## src/rtl/dram_lp_pkg.sv

```systemverilog
// Shared types for the dynamic-memory low-power controller.
// Assumes: nothing; holds types only.
package dram_lp_pkg;
    typedef enum logic [3:0] {
        PS_NORMAL, PS_DRAIN, PS_AREF, PS_ENTER, PS_SELFREF,
        PS_EXIT_CMD, PS_EXIT_WAIT, PS_PDOWN, PS_DEEP, PS_INIT
    } pwr_state_t;

    typedef enum logic [2:0] {
        CMD_NONE     = 3'd0,
        CMD_AUTOREF  = 3'd1,
        CMD_SR_ENTER = 3'd2,
        CMD_SR_EXIT  = 3'd3,
        CMD_PDOWN    = 3'd4,
        CMD_INIT     = 3'd5
    } lp_cmd_t;
endpackage

```

## src/rtl/dram_pwr_fsm.sv

```systemverilog
// Power-state sequencer: walks the channel through drain, refresh, entry,
// self-refresh, exit and its delay, and the deep power-down path.
// Assumes: exit_delay is held steady during an exit; dyn_busy does not rise
// once dynamic forwarding is closed.
module dram_pwr_fsm
    import dram_lp_pkg::*;
#(
    parameter int DLY_W = 8
) (
    input  logic             clk,
    input  logic             rst_n,
    input  logic             sr_req,
    input  logic             deep_req,
    input  logic             init_req,
    input  logic             dyn_busy,
    input  logic             cmd_ready,
    input  logic [DLY_W-1:0] exit_delay,
    output pwr_state_t       state
);
    localparam logic [DLY_W-1:0] CNT_ONE = {{(DLY_W-1){1'b0}}, 1'b1};

    pwr_state_t       nxt;
    logic             to_deep, to_deep_nxt;
    logic [DLY_W-1:0] wait_cnt, wait_cnt_nxt;

    // Next-state decision for every power state.
    always_comb begin
        nxt          = state;
        to_deep_nxt  = to_deep;
        wait_cnt_nxt = wait_cnt;
        unique case (state)
            PS_NORMAL: begin
                if (deep_req) begin
                    nxt = PS_DRAIN;
                    to_deep_nxt = 1'b1;
                end else if (sr_req) begin
                    nxt = PS_DRAIN;
                    to_deep_nxt = 1'b0;
                end
            end
            PS_DRAIN:     if (!dyn_busy) nxt = to_deep ? PS_PDOWN : PS_AREF;
            PS_AREF:      if (cmd_ready) nxt = PS_ENTER;
            PS_ENTER:     if (cmd_ready) nxt = PS_SELFREF;
            PS_SELFREF:   if (!sr_req) nxt = PS_EXIT_CMD;
            PS_EXIT_CMD: begin
                if (cmd_ready) begin
                    if (exit_delay == '0) begin
                        nxt = PS_NORMAL;
                    end else begin
                        nxt = PS_EXIT_WAIT;
                        wait_cnt_nxt = CNT_ONE;
                    end
                end
            end
            PS_EXIT_WAIT: begin
                if (wait_cnt >= exit_delay) nxt = PS_NORMAL;
                else wait_cnt_nxt = wait_cnt + CNT_ONE;
            end
            PS_PDOWN:     if (cmd_ready) nxt = PS_DEEP;
            PS_DEEP:      if (!deep_req && init_req) nxt = PS_INIT;
            PS_INIT:      if (cmd_ready) nxt = PS_NORMAL;
            default:      nxt = PS_NORMAL;
        endcase
    end

    // State, target and delay-counter registers.
    always_ff @(posedge clk) begin
        if (!rst_n) begin
            state    <= PS_NORMAL;
            to_deep  <= 1'b0;
            wait_cnt <= '0;
        end else begin
            state    <= nxt;
            to_deep  <= to_deep_nxt;
            wait_cnt <= wait_cnt_nxt;
        end
    end

    assert_drain_holds_R3: assert property (@(posedge clk) disable iff (!rst_n)
        (state == PS_DRAIN && dyn_busy) |=> (state == PS_DRAIN));

    assert_wait_bounded_R7: assert property (@(posedge clk) disable iff (!rst_n)
        (state == PS_EXIT_WAIT) |-> (wait_cnt != '0 && wait_cnt <= exit_delay));
endmodule

```

## src/rtl/dram_cmd_issue.sv

```systemverilog
// Command and status decode: turns the power state into the sequencer
// command, the acknowledge bit and the dynamic-forwarding permission.
// Assumes: state comes straight from a register, so all outputs are glitch-free.
module dram_cmd_issue
    import dram_lp_pkg::*;
(
    input  logic       clk,
    input  logic       rst_n,
    input  pwr_state_t state,
    input  logic       cmd_ready,
    output logic       cmd_valid,
    output logic [2:0] cmd_code,
    output logic       sr_ack,
    output logic       dyn_open
);
    // Map each state to the command it presents.
    always_comb begin
        unique case (state)
            PS_AREF:     cmd_code = CMD_AUTOREF;
            PS_ENTER:    cmd_code = CMD_SR_ENTER;
            PS_EXIT_CMD: cmd_code = CMD_SR_EXIT;
            PS_PDOWN:    cmd_code = CMD_PDOWN;
            PS_INIT:     cmd_code = CMD_INIT;
            default:     cmd_code = CMD_NONE;
        endcase
    end

    // Status and gate permission.
    always_comb begin
        cmd_valid = (cmd_code != CMD_NONE);
        sr_ack    = (state == PS_SELFREF) || (state == PS_EXIT_CMD) ||
                    (state == PS_EXIT_WAIT);
        dyn_open  = (state == PS_NORMAL);
    end

    assert_cmd_held_R2: assert property (@(posedge clk) disable iff (!rst_n)
        (cmd_valid && !cmd_ready) |=> (cmd_valid && $stable(cmd_code)));
endmodule

```

## src/rtl/dram_access_gate.sv

```systemverilog
// Bus routing: sends static traffic through untouched, forwards dynamic
// traffic only when permitted and otherwise answers it with an error.
// Assumes: dyn_open is registered upstream; responses are same-cycle.
module dram_access_gate (
    input  logic bus_valid,
    input  logic bus_dyn,
    input  logic dyn_open,
    output logic dyn_fwd,
    output logic stat_fwd,
    output logic bus_err
);
    // Route one transaction per cycle.
    always_comb begin
        stat_fwd = bus_valid && !bus_dyn;
        dyn_fwd  = bus_valid && bus_dyn && dyn_open;
        bus_err  = bus_valid && bus_dyn && !dyn_open;
    end
endmodule

```

## src/rtl/dram_lowpower_ctrl.sv

```systemverilog
// Top of the dynamic-memory low-power controller: sequencer FSM, command
// decode and bus gate.
// Assumes: control bits are synchronous to clk; the sequencer holds no command
// queue of its own.
module dram_lowpower_ctrl
    import dram_lp_pkg::*;
#(
    parameter int DLY_W = 8
) (
    input  logic             clk,
    input  logic             rst_n,
    input  logic             sr_req,
    input  logic             deep_req,
    input  logic             init_req,
    input  logic [DLY_W-1:0] exit_delay,
    input  logic             dyn_busy,
    input  logic             cmd_ready,
    output logic             cmd_valid,
    output logic [2:0]       cmd_code,
    output logic             sr_ack,
    input  logic             bus_valid,
    input  logic             bus_dyn,
    output logic             dyn_fwd,
    output logic             stat_fwd,
    output logic             bus_err
);
    pwr_state_t state;
    logic       dyn_open;

    dram_pwr_fsm #(.DLY_W(DLY_W)) u_fsm (
        .clk(clk), .rst_n(rst_n), .sr_req(sr_req), .deep_req(deep_req),
        .init_req(init_req), .dyn_busy(dyn_busy), .cmd_ready(cmd_ready),
        .exit_delay(exit_delay), .state(state)
    );

    dram_cmd_issue u_issue (
        .clk(clk), .rst_n(rst_n), .state(state), .cmd_ready(cmd_ready),
        .cmd_valid(cmd_valid), .cmd_code(cmd_code), .sr_ack(sr_ack),
        .dyn_open(dyn_open)
    );

    dram_access_gate u_gate (
        .bus_valid(bus_valid), .bus_dyn(bus_dyn), .dyn_open(dyn_open),
        .dyn_fwd(dyn_fwd), .stat_fwd(stat_fwd), .bus_err(bus_err)
    );

    assert_ack_after_entry_R4: assert property (@(posedge clk) disable iff (!rst_n)
        $rose(sr_ack) |-> $past(cmd_valid && cmd_code == 3'd2 && cmd_ready));

    assert_dyn_rejected_R5: assert property (@(posedge clk) disable iff (!rst_n)
        (sr_ack && bus_valid && bus_dyn) |-> (bus_err && !dyn_fwd));

    assert_static_open_R6: assert property (@(posedge clk) disable iff (!rst_n)
        (bus_valid && !bus_dyn) |-> (stat_fwd && !bus_err && !dyn_fwd));

    assert_ack_min_pulse_R8: assert property (@(posedge clk) disable iff (!rst_n)
        $rose(sr_ack) |=> sr_ack);
endmodule

```

## config.mk

```make
export PLATFORM = sky130hd
export DESIGN_NAME = dram_lowpower_ctrl
export DESIGN_NICKNAME = d
export VERILOG_FILES = /design/src/rtl/dram_lp_pkg.sv /design/src/rtl/dram_pwr_fsm.sv /design/src/rtl/dram_cmd_issue.sv /design/src/rtl/dram_access_gate.sv /design/src/rtl/dram_lowpower_ctrl.sv
export SDC_FILE = /design/constraint.sdc
export NUM_CORES = 1
export LEC_CHECK = 0
export ABC_AREA = 0
export CAP_MARGIN = 40
export CORE_ASPECT_RATIO = 1.1
export CORE_MARGIN = 2
export CORE_UTILIZATION = 55
export CTS_BUF_LIST = sky130_fd_sc_hd__clkbuf_2
export DETAILED_ROUTE_END_ITERATION = 7
export PLACE_DENSITY_LB_ADDON = 0.15
export SLEW_MARGIN = 15
export SYNTH_ARGS = -nofsm -noshare
export SYNTH_HDL_FRONTEND = slang
export SYNTH_SLANG_ARGS = --single-unit
```

## constraint.sdc

```tcl
create_clock -name clk -period 5.6 [get_ports clk]
set_input_delay 1.12 -clock clk [delete_from_list [all_inputs] [get_ports clk]]
set_output_delay 1.12 -clock clk [all_outputs]
set_load 0.01 [all_outputs]
```

==> metrics.md <==
| Metric | Value |
|---|---|
| Seq/Total Area, Yosys | `21.9%` |
| Drt first pass iters | `4` |
| Vias in the first global route | `1054` |
| Synth Cell Area | `1190 um^2` |
| Fin. Hold Viols | `0` |
| Postcts setup bufs | `0` |
| Internal Pwr Total | `0.249 mW` |
| Worst-case vdd ir drop | `332 uV` |
| CP Class | `input port to primary output` |
| Post_cts resized | `0` |
| HP Start | `u_fsm.wait_cnt[6]$_SDFFE_PN0P_` |
| Post-DP HPWL | `2140 um` |
| Fin worst setup slack | `2.17 ns` |
| Dpl ws | `2.16 ns` |
| Fmax | `291 MHz` |
| TritonCTS clock tree | `built` |
| Clock transition at path regs | `0.11 ns` |
| Ys Warns | `0` |
| Critical Path Fanout Max | `3` |
| Register bit total from synthesis | `13` |
| Fin crit period | `3.43 ns` |
| Power Total | `0.429 mW` |
| Most common cell after layout, fill and taps aside | `clkdlybuf4s50_1` |
| Die area | `2550 um^2` |
| Via count | `1169` |
| WP buf/inv | `2` |
| Sw Share | `42.0%` |
| Crit end category | `primary output` |
| Register share of total power | `36.1%` |
| Crit path max-delay family | `buffers and inverters` |
| Critical Path, Cell by Cell | `clkdlybuf4s50_1 -> and3_1 -> clkdlybuf4s50_1` |
| Clock latency on the worst-skew pair | `0.26 ns` |
| Pwr/cell area | `297 nW/um^2` |
| Post-route cell area | `1440 um^2` |
| First-pass GRT wire length | `4500 um` |
| Logic pwr share | `53.1%` |
| Die width | `48.3 um` |
| CTS HTree Levels | `1` |
| Initial antenna violation count | `0` |
| Critical path required time | `4.48 ns` |
| Status | `finished clean` |
| Startpoint Class | `input port` |
| Reg2Reg Setup Slack | `3.52 ns` |
| Slowest library cell on the worst path | `clkdlybuf4s50_1` |
| Leakage | `0.550 nW` |
| Antenna diodes | `0` |
| RD Place Congestion | `0.830` |
| Syn Inst Count | `148` |
| Core Rows | `17` |
| Clock sink count | `13` |
| Rel. slew slack | `60.4%` |
| Via density | `5.99` |
| Arrival time at the worst endpoint | `2.31 ns` |
| Chip Height | `52.7 um` |
| Setup TNS Final | `0 ns` |
| Max Cap Viol | `0` |
| IO buf count | `24` |
| Final setup vio count | `0` |
| Final core occ | `71.4%` |
| Global-route usage over all layers | `22.2%` |
| Worst Hold Class | `flop to flop` |
| Slew of the pin with the lowest slew margin | `0.590 ns` |
| Crit path top cell by count | `clkdlybuf4s50_1` |
| Post-route DRC | `0` |
| Syn Nets | `174` |
| Most frequent cells in the layout | `clkdlybuf4s50_1, nand2_1, dfxtp_1, inv_1, ha_1` |
| Clock network fraction of design power | `10.8%` |
| Detail Route Antenna Nets | `0` |
| Share of layout cells above drive strength 1 | `8.38%` |
| 1st-iter DRT viols | `16` |
| CP max stage delay | `0.54 ns` |
| Clock buffer count from CTS | `3` |
| # hold bufs at CTS | `0` |
| Clock buffer depth | `2` |
| Avg Inst Size Synth | `8.02 um^2` |
| Largest net degree at the start of global routing | `21` |
| Crit path launch | `bus_dyn` |
| Number of distinct library cells after synthesis | `49` |
| P&R area growth vs syn | `21.5%` |
| Root Buffer | `clkbuf_2` |
| Reg2reg start | `u_fsm.wait_cnt[0]$_SDFFE_PN0P_` |
| Core Box Area | `2020 um^2` |
| GRT Residual Overflow | `0` |
| Area after DPL | `1420 um^2` |
| Slew Viols, Final | `0` |
| Ports | `25` |
| Wire length per cell | `13.6 um` |
| Initial Util | `58.8%` |
| Nets@finish | `194` |
| Net Sw Power | `0.180 mW` |
| Final Skew | `0.00534 ns` |
| Post-route clock period utilization | `61.3%` |
| RSZ-0062 raised after global routing | `no` |
| Routed wire length | `2650 um` |
-- cells by family after synthesis --
| group | after synthesis | synth area share (%) |
|---|---|---|
| AOI/OAI and AO/OA | 46 | 32.0 |
| xor gates and xnor gates | 1 | 0.738 |
| adders and majority gates | 9 | 9.48 |
| buffers and inverters | 20 | 6.85 |
| DFF | 13 | 21.9 |
| muxes | 3 | 2.53 |
| and+or+nand+nor | 56 | 26.4 |
-- stage by stage --
step,cells,hold slack (ns)
global placement,191,0.466
detailed placement,191,0.501
floorplan,148,0.455
CTS,195,0.518
finish,195,0.518
global route,195,0.538
-- worst register-to-register path, cell delays in order (launching register included) --
cell	delay [ns]
dfxtp_1	0.39
inv_1	0.08
ha_1	0.27
nand2b_4	0.15
a2111oi_4	0.41
o211a_4	0.28
o211ai_4	0.13
o32ai_1	0.28
-- synthesized netlist by cell type (all sizes together) --
cell	n	share of area [%]
a2111oi	1	2.3
a211o	1	0.74
a211oi	7	4.8
a21boi	1	0.63
a21o	1	0.63
a21oi	5	2.1
a22oi	2	1.3
a2bb2oi	1	0.74
a311oi	1	0.74
a31oi	1	0.53
and2	2	1.1
and3	4	2.5
and4bb	1	1.1
buf	5	2.0
clkbuf	4	1.4
dfxtp	13	22
ha	9	9.5
inv	11	3.5
mux2i	3	2.5
nand2	16	5.1
nand2b	5	3.3
nand3	3	1.3
nand4	2	1.1
nor2	5	1.6
nor2b	6	3.6
nor3	3	1.3
nor4	3	1.6
o2111ai	1	0.74
o211a	1	1.5
o211ai	2	2.4
o21a	1	0.63
o21ai	8	3.4
o21ba	1	0.84
o22ai	2	1.1
o311ai	2	1.5
o31ai	1	1.1
o32ai	6	4.4
or2	4	2.1
or3	2	1.1
xnor2	1	0.74
-- power groups by stage --
| stage | logic [mW] | registers (mW) | clock network (mW) |
|---|---|---|---|
| floorplan | 0.199 | 0.113 | 0 |
| global placement | 0.222 | 0.155 | 0 |
| detailed placement | 0.228 | 0.157 | 0 |
| CTS | 0.229 | 0.154 | 0.0482 |
| global route | 0.253 | 0.160 | 0.0509 |
| finish | 0.228 | 0.155 | 0.0462 |
-- registers in the layout, indices dropped and copies added (netlist names) --
signal,cells
u_fsm.wait_cnt,8
u_fsm.state,4
u_fsm.to_deep,1
-- per-layer routing --
layer  global-route usage [%]  part of all wire (%)
met1                     22.6                    41
met3                     6.29                   4.3
met5                        0                     0
met2                     45.6                    53
met4                     3.81                   1.6
-- cell type report --
class	count	area (um^2)
multi-input combinational	115	846
fill	171	578
sequential	13	260
timing repair buffer	24	240
inverter	11	41.3
tap	28	35.0
clock buffer	4	20.0
-- worst paths after layout --
check,to,depth (start not counted)
max reg2reg,u_fsm.wait_cnt[7]$_SDFFE_PN0P_,7
min reg2reg,u_fsm.wait_cnt[6]$_SDFFE_PN0P_,2
min,u_fsm.wait_cnt[6]$_SDFFE_PN0P_,2
max,dyn_fwd,3
Note: power is estimated with default switching activity, not from simulation.
